[src/rtl/sup_rstgen_pkg.sv]
package sup_rstgen_pkg;

    // Controller states; the power-on state is ST_TIMEOUT
    typedef enum logic [1:0] {
        ST_HOLD    = 2'd0,
        ST_TIMEOUT = 2'd1,
        ST_RUN     = 2'd2
    } sup_state_e;

    localparam int SYNC_STAGES = 2;

endpackage

[src/rtl/sup_sync.sv]
// Multi-bit level synchronizer, each bit an independent asynchronous level
module sup_sync #(
    parameter int             W       = 1,
    parameter int             STAGES  = 2,
    parameter logic [W-1:0]   RST_VAL = '0
) (
    input  logic         clk,
    input  logic         rst_n,
    input  logic [W-1:0] din,
    output logic [W-1:0] dout
);

    logic [STAGES-1:0][W-1:0] stg;

    always_ff @(posedge clk or negedge rst_n) begin
        if (!rst_n) begin
            stg <= {STAGES{RST_VAL}};
        end else begin
            stg <= {stg[STAGES-2:0], din};
        end
    end

    assign dout = stg[STAGES-1];

endmodule

[src/rtl/sup_edge_det.sv]
// Flags a change of a synchronized level between two consecutive samples
module sup_edge_det #(
    parameter logic RST_VAL = 1'b0
) (
    input  logic clk,
    input  logic rst_n,
    input  logic lvl,
    output logic chg
);

    logic prev;

    always_ff @(posedge clk or negedge rst_n) begin
        if (!rst_n) begin
            prev <= RST_VAL;
        end else begin
            prev <= lvl;
        end
    end

    assign chg = lvl ^ prev;

endmodule

[src/rtl/sup_tick_timer.sv]
// Prescaled interval timer: done rises after TICKS*DIV uncleared cycles
module sup_tick_timer #(
    parameter int DIV   = 4,
    parameter int TICKS = 10
) (
    input  logic clk,
    input  logic rst_n,
    input  logic clr,
    output logic done
);

    localparam int CW = (TICKS > 1) ? $clog2(TICKS + 1) : 1;
    localparam logic [CW-1:0] CNT_END = CW'(TICKS);

    logic          tick;
    logic [CW-1:0] cnt;

    generate
        if (DIV > 1) begin : g_pre
            localparam int PW = $clog2(DIV);
            localparam logic [PW-1:0] PRE_LAST = PW'(DIV - 1);
            logic [PW-1:0] pre;

            always_ff @(posedge clk or negedge rst_n) begin
                if (!rst_n) begin
                    pre <= '0;
                end else if (clr || done) begin
                    pre <= '0;
                end else if (pre == PRE_LAST) begin
                    pre <= '0;
                end else begin
                    pre <= pre + PW'(1);
                end
            end

            assign tick = (pre == PRE_LAST);
        end else begin : g_nopre
            assign tick = 1'b1;
        end
    endgenerate

    always_ff @(posedge clk or negedge rst_n) begin
        if (!rst_n) begin
            cnt <= '0;
        end else if (clr) begin
            cnt <= '0;
        end else if (tick && !done) begin
            cnt <= cnt + CW'(1);
        end
    end

    assign done = (cnt == CNT_END);

endmodule

[src/rtl/sup_rstgen.sv]
module sup_rstgen
    import sup_rstgen_pkg::*;
#(
    parameter int TICK_DIV  = 200000,
    parameter int RST_TICKS = 200,
    parameter int WD_TICKS  = 1600
) (
    input  logic clk,
    input  logic por_n,
    input  logic uv_flag,
    input  logic kick_i,
    input  logic man_rst_n,
    output logic rst_n_o,
    output logic rst_o,
    output logic rst_oe
);

    sup_state_e state;
    sup_state_e nxt;

    logic kick_s;
    logic man_s_n;
    logic kick_chg;
    logic cause;
    logic tmo_clr;
    logic tmo_done;
    logic wd_clr;
    logic wd_done;

    // Asynchronous inputs: bit 1 = kick strobe, bit 0 = manual reset (idle high)
    sup_sync #(
        .W      (2),
        .STAGES (SYNC_STAGES),
        .RST_VAL(2'b01)
    ) u_sync (
        .clk  (clk),
        .rst_n(por_n),
        .din  ({kick_i, man_rst_n}),
        .dout ({kick_s, man_s_n})
    );

    sup_edge_det #(
        .RST_VAL(1'b0)
    ) u_kick_edge (
        .clk  (clk),
        .rst_n(por_n),
        .lvl  (kick_s),
        .chg  (kick_chg)
    );

    // Reset timeout: runs only in ST_TIMEOUT, cleared on every entry
    assign tmo_clr = (state != ST_TIMEOUT);

    sup_tick_timer #(
        .DIV  (TICK_DIV),
        .TICKS(RST_TICKS)
    ) u_tmo (
        .clk  (clk),
        .rst_n(por_n),
        .clr  (tmo_clr),
        .done (tmo_done)
    );

    // Watchdog: held clear whenever reset is asserted or a kick edge is seen
    assign wd_clr = (state != ST_RUN) || kick_chg;

    sup_tick_timer #(
        .DIV  (TICK_DIV),
        .TICKS(WD_TICKS)
    ) u_wd (
        .clk  (clk),
        .rst_n(por_n),
        .clr  (wd_clr),
        .done (wd_done)
    );

    assign cause = uv_flag || !man_s_n;

    // State register
    always_ff @(posedge clk or negedge por_n) begin
        if (!por_n) begin
            state <= ST_TIMEOUT;
        end else begin
            state <= nxt;
        end
    end

    // Next state
    always_comb begin
        nxt = state;
        unique case (state)
            ST_HOLD: begin
                if (!cause) nxt = ST_TIMEOUT;      // causes clear
            end
            ST_TIMEOUT: begin
                if (cause)         nxt = ST_HOLD;  // cause returns
                else if (tmo_done) nxt = ST_RUN;   // timeout done
            end
            ST_RUN: begin
                if (cause)        nxt = ST_HOLD;    // cause seen
                else if (wd_done) nxt = ST_TIMEOUT; // watchdog bite
            end
            default: nxt = ST_TIMEOUT;
        endcase
    end

    // Outputs (Moore)
    always_comb begin
        rst_n_o = (state == ST_RUN);
        rst_o   = (state != ST_RUN);
        rst_oe  = (state == ST_RUN);
    end

endmodule

[config.mk]
export PLATFORM = sky130hd
export DESIGN_NAME = sup_rstgen
export DESIGN_NICKNAME = d
export VERILOG_FILES = /design/src/rtl/sup_rstgen_pkg.sv /design/src/rtl/sup_sync.sv /design/src/rtl/sup_edge_det.sv /design/src/rtl/sup_tick_timer.sv /design/src/rtl/sup_rstgen.sv
export SDC_FILE = /design/constraint.sdc
export NUM_CORES = 1
export LEC_CHECK = 0
export BUFFER_PORTS_ARGS = -buffer_cell sky130_fd_sc_hd__buf_2
export CORE_MARGIN = 2
export CORE_UTILIZATION = 40
export DETAILED_ROUTE_END_ITERATION = 8
export PLACE_DENSITY_LB_ADDON = 0.3
export SLEW_MARGIN = 20
export SYNTH_ARGS = -nofsm -noshare
export SYNTH_HDL_FRONTEND = slang
export SYNTH_SLANG_ARGS = --single-unit
export TNS_END_PERCENT = 30
[constraint.sdc]
create_clock -name clk -period 4.6 [get_ports clk]
set_clock_uncertainty 0.2 [all_clocks]
set_input_delay 0.23 -clock clk [delete_from_list [all_inputs] [get_ports clk]]
set_output_delay 0.23 -clock clk [all_outputs]
set_load 0.05 [all_outputs]
After elaboration in Yosys (flattened, before gate mapping)
Index checks and enable logic that the tools add are counted.
- register bits after elaboration: 62
- bits of input ports: 5
- output and inout port bits: 3
- logic and storage cells: 51
- add/subtract/negate cells: 4
- equality and inequality tests: 11
- mux-type cells: 14
- bitwise operators: 1
- reduce and logical (&&, ||, !) cells: 13
- operators with widths (cell ; number):
    $mux W18 ; 4
    $add A18 B1 Y18 const B ; 2
    $eq A18 B18 Y1 const B ; 2
    $mux W11 ; 2
    $mux W8 ; 2
    $add A11 B1 Y11 const B ; 1
    $eq A11 B11 Y1 const B ; 1
    $mux W2 ; 5
    $add A8 B1 Y8 const B ; 1
    $eq A8 B8 Y1 const B ; 1
    $pmux W2 S3 ; 1
    $logic_or A1 B1 Y1 ; 4
    $ne A2 B2 Y1 const B ; 2
    $reduce_bool A2 Y1 ; 2
    $logic_not A1 Y1 ; 3
    $ne A3 B1 Y1 const B ; 1
    $ne A3 B2 Y1 const B ; 1
    $reduce_and A3 Y1 ; 1
    $eq A2 B1 Y1 const B ; 1
    $eq A2 B2 Y1 const B ; 1
    $logic_and A1 B1 Y1 ; 2
    $logic_not A2 Y1 ; 1
    $ne A2 B1 Y1 const B ; 1
    $xor A1 B1 Y1 ; 1

Logic depth before layout (Yosys ltp)
- depth after elaboration: 5
- gate-level depth with buffers: 8
- depth with buffers taken out: 7

Cells and area by module
From an unflattened synthesis, not the netlist that was laid out.
- cell total of the unflattened synthesis: 346
- area total of the unflattened synthesis: 3374.5 um^2
- by module, submodules not included (module ; times used ; cells each ; area each (um^2)):
    sup_tick_timer (u_wd) ; 1 ; 163 ; 1586.5
    sup_tick_timer (u_tmo) ; 1 ; 153 ; 1445.1
    sup_rstgen ; 1 ; 22 ; 191.4
    sup_sync ; 1 ; 6 ; 117.6
    sup_edge_det ; 1 ; 2 ; 33.8

Least setup slack after synthesis
Ideal clock, no wire load.
- kind: register to register
- start: reg u_tmo.g_pre.pre[6]
- end: reg u_tmo.cnt[5]
- setup time: 0.078 ns
- data arrival time: 1.904 ns
- required time: 4.322 ns
- slack: 2.418 ns
- stages on the path, launching flop included: 7
- cells stage by stage: dfrtp_1 > buf_6 > or4b_4 > nor3_4 > nand3_4 > or4_1 > a21oi_1
- cells in the longest elaborated chain, start to end: 3
- ends and longest elaborated chain (item ; RTL line ; text):
    from (decl) ; sup_tick_timer.sv:22 ; logic [PW-1:0] pre;
    from (signal assigned) ; sup_tick_timer.sv:32 ; pre <= pre + PW'(1);
    $eq A18 B18 Y1 ; sup_tick_timer.sv:36 ; assign tick = (pre == PRE_LAST);
    $logic_and A1 B1 Y1 ; sup_tick_timer.sv:47 ; end else if (tick && !done) begin
    $reduce_bool A2 Y1 (no line) ; - ;
    to (signal assigned) ; sup_tick_timer.sv:48 ; cnt <= cnt + CW'(1);
    to (decl) ; sup_tick_timer.sv:16 ; logic [CW-1:0] cnt;
Every way passes these cells.
A chain may end at the register's enable or synchronous reset.

Worst setup path after layout
- start: reg u_tmo.g_pre.pre[6]
- end: reg u_tmo.g_pre.pre[11]
- cells in the longest elaborated chain, start to end: 3
- elaborated cells on any way between the ends: 4
- those cells by class: 1 x add/sub; 1 x eq/ne; 2 x mux
- ends and longest elaborated chain (item ; RTL line ; text):
    $add A18 B1 Y18 / $eq A18 B18 Y1 (equally long branches) ; sup_tick_timer.sv:32, sup_tick_timer.sv:29 ;
    $mux W18 * ; sup_tick_timer.sv:29 ; end else if (pre == PRE_LAST) begin
    $mux W18 * ; sup_tick_timer.sv:27 ; end else if (clr || done) begin
Every way passes the cells marked *; elsewhere a longest branch is shown, timed or not.

==> qor.json <==
{
  "yosys": {
    "share_of_synthesized_area_occupied_by_flip_flops_and_latches": 0.4940,
    "synth_adder_area_share": 0.03577,
    "netlist-cell-type-count": 44,
    "mappedNetlistArea_um2": 3148,
    "asyncSetResetFlopFracSynth": 1.000,
    "dominant_combinational_cell_family_by_area_after_synthesis": "simple AND/OR/NAND/NOR gates",
    "post-synth-top-area-fraction": 0.4690,
    "syn_avg_cell_area_um2": 9.931,
    "synth_xor_xnor_area_share": 0.1169,
    "synth.net_count": 331,
    "yosys_register_bits": 62,
    "synth_mux_area_frac": 0.006359,
    "synth.top_cells.by_area": "sky130_fd_sc_hd__dfrtp_1, sky130_fd_sc_hd__xnor2_1, sky130_fd_sc_hd__nor2_1",
    "ys_top_cells_by_count": "sky130_fd_sc_hd__dfrtp_1, sky130_fd_sc_hd__nor2_1, sky130_fd_sc_hd__xnor2_1",
    "syn-instance-count": 317,
    "synth_edf_count": 0,
    "synth-compound-area-share": 0.03895,
    "synth_simple_gate_area_share": 0.2734,
    "yosys.area.top_type": "sky130_fd_sc_hd__dfrtp_1",
    "synth_ff_type": "sky130_fd_sc_hd__dfrtp_1",
    "synth_most_common_cell": "sky130_fd_sc_hd__dfrtp_1",
    "synth_warnings": 0
  },
  "timing": {
    "tightestPinTransition_ps": 775.6,
    "report.final.setup_viol": 0,
    "fmaxAchievable_mhz": 411.2,
    "post-route-min-period_ps": 2432,
    "grt_setup_unrepaired": "no",
    "max_slew_margin": 0.4829,
    "tcrit_tclk_final": 0.5287,
    "final_hold_viol_count": 0,
    "maxSlewViolCount": 0,
    "finalSetupTns_ps": 0
  },
  "route": {
    "avgViaCountPerCell": 5.162,
    "detailedRoute.firstIterationViolations": 78,
    "wire_per_inst_um": 12.75,
    "post-route-drc-count": 0,
    "met2RoutedLength_um": 2622,
    "highest-signal-layer": "met4",
    "drt_pre_antenna_iters": 4,
    "postRouteAntennaNets": 0,
    "wl_met1_um": 2673,
    "wl_met3_um": 217,
    "drt_wl_total_um": 5586,
    "routed-via-count": 2261
  },
  "cells_and_area": {
    "syn2layout_area_growth_pct": 12.36,
    "finalCoreUtilization": 0.4601,
    "layout.nets": 345,
    "final_layout_size_suffix_gt1_frac": 0.1012,
    "final_cell_count_no_fill": 438,
    "antennaDiodeCount": 0
  },
  "clock_network": {
    "cts_tree": "yes",
    "max-clock-path-buffers": 2,
    "cts_sinks": 62,
    "clkTransAtPathRegs_ps": 70,
    "cts_buffers": 9,
    "post_cts_resized": 0,
    "clock_insertion_delay_worst_skew_ps": 340,
    "root_buffer": "sky130_fd_sc_hd__clkbuf_8",
    "htree_levels": 3
  },
  "critical_path": {
    "ff2ff_setup_slack_ps": 2170,
    "endpoint_kind": "flop",
    "regToRegStartpoint": "u_tmo.g_pre.pre[6]",
    "reg2regPathDepth": 5,
    "crit_fanout": 18,
    "arrival_ps": 2420,
    "timing.rr.end": "u_tmo.g_pre.pre[11]",
    "critPathLaunchType": "flop",
    "critPathRequiredTime_ps": 4590,
    "timing.critical_path.from": "u_tmo.g_pre.pre[6]",
    "timing_worst_setup_path_type": "flop to flop"
  },
  "placed_design": {
    "hpwl_um": 3712,
    "post-place-cells": 419,
    "io_buffers": 7,
    "finalWeightedCongestion": 0.7531
  },
  "min_path": {
    "hold_path_class": "input pin to flop",
    "hp-start": "uv_flag",
    "worstHoldEndpoint": "state[0]",
    "min_path_cells": 4
  },
  "floorplan": {
    "height_of_the_die_um": 92.72,
    "row_cnt": 32,
    "placeableCoreArea_um2": 7687,
    "fp.dieW_um": 92.72,
    "die_area_um2": 8596,
    "num_io_pins": 8,
    "initial_utilization": 0.4095
  },
  "grt": {
    "grt_overflow_total": 0,
    "wire_length_of_the_first_global_routing_pass_um": 10010,
    "number_of_antenna_violations_at_the_first_check_in_global_routing": 0,
    "pin_count_of_the_biggest_net_entering_global_routing": 63,
    "grt.total_usage": 0.1478,
    "grt_pass1_vias": 2171
  },
  "flow_run": {
    "maxCapViolations": 0
  },
  "power_and_ir_drop": {
    "power_per_cell_area_nw_per_um2": 353.8,
    "irDropWorstVdd_uv": 134.0,
    "power.static_leakage_uw": 0.001453
  },
  "status": {
    "outcome": "finished, final reports clean"
  }
}
## metrics by stage
step	hold slack, ps	total power [uW]	instance area [um^2]	setup WS [ps]
final	50.64	1251	3537	2168
after global routing	80.57	1312	3537	2001
after CTS	39.91	1269	3537	2118
after detailed placement	143.0	711.7	3273	2129
after global placement	138.0	706.3	3273	2256
after floorplan	-265.6	673.0	3148	2418
## final cells by class
cell class                      instances  area, um^2
Sequential cell                        62        1555
Multi-Input combinational cell        230        1484
Clock buffer                           13       168.9
Fill cell                             766        4150
Inverter                               17       63.81
Timing Repair Buffer                   11       72.57
Clock inverter                          3       65.06
Tap cell                              102       127.6
## logic make-up after synthesis
| group | after synthesis |
|---|---|
| xor gates and xnor gates | 42 |
| adders and majority gates | 9 |
| buffers and inverters | 25 |
| and+or+nand+nor | 158 |
| muxes | 2 |
| DFF | 62 |
| AOI/OAI and AO/OA | 19 |
## state kept, by name (all words and copies together) (netlist names)
register / count
u_kick_edge.prev: 1
u_tmo.g_pre.pre: 18
u_sync.stg: 2
state: 2
u_tmo.cnt: 8
u_sync.dout: 2
u_wd.cnt: 11
u_wd.g_pre.pre: 18
## cells in the final DEF, fill, tap and decap left out, drive strengths merged, types with 2 or more instances in the layout
master / synthesis / routed
a21oi: 6 / 6
a31o: 3 / 3
and3: 8 / 8
buf: 5 / 8
bufinv: 0 / 2
clkbuf: 3 / 13
dfrtp: 59 / 59
dfstp: 3 / 3
dlygate4sd3: 0 / 3
ha: 9 / 9
inv: 17 / 17
mux2i: 2 / 2
nand2: 20 / 20
nand3: 24 / 24
nand4: 13 / 13
nand4b: 3 / 3
nor2: 57 / 57
nor2b: 2 / 2
nor3: 10 / 10
nor4: 7 / 7
nor4b: 2 / 2
nor4bb: 2 / 2
o21ai: 5 / 5
or3: 2 / 2
or4: 2 / 2
or4b: 4 / 4
xnor2: 25 / 25
xor2: 17 / 17
## report_power, final
part | leakage, uW | switching [uW] | internal, uW
sequential | 0.000846 | 15.7 | 569
clock | 0.000120 | 203 | 349
combinational | 0.000487 | 80.9 | 33.8
## critical path, stage by stage (launching register included)
cell and delay [ps]:
sky130_fd_sc_hd__dfrtp_1 480, sky130_fd_sc_hd__or4b_4 530, sky130_fd_sc_hd__nor3_4 310, sky130_fd_sc_hd__nand2_2 120, sky130_fd_sc_hd__nand3_1 500, sky130_fd_sc_hd__nor2_1 150
## layer usage
metal	track usage	up-vias
li1	-	1118
met4	0.06985	0
met2	0.2245	36
met5	0	-
met1	0.1959	1101
met3	0.04150	6
## worst max path at each step
| stage | endpoint | slack [ps] | depth (start not counted) |
|---|---|---|---|
| 6_report | u_tmo.g_pre.pre[11] | 2170 | 5 |
| 3_3_place_gp | u_tmo.g_pre.pre[4] | 2260 | 5 |
| 5_1_grt | u_tmo.g_pre.pre[11] | 2000 | 5 |
| 2_1_floorplan | u_tmo.cnt[5] | 2420 | 6 |
| 4_1_cts | u_tmo.g_pre.pre[11] | 2120 | 5 |
| 3_5_place_dp | u_tmo.g_pre.pre[11] | 2130 | 5 |
## what timing repair did
action / CTS / global route
endpoints found under the hold margin: 61 / 0
buffers inserted: 0 / 0
hold buffers: 3 / 0
setup endpoints to repair: 0 / 0
Note: power is estimated with default switching activity, not from simulation.
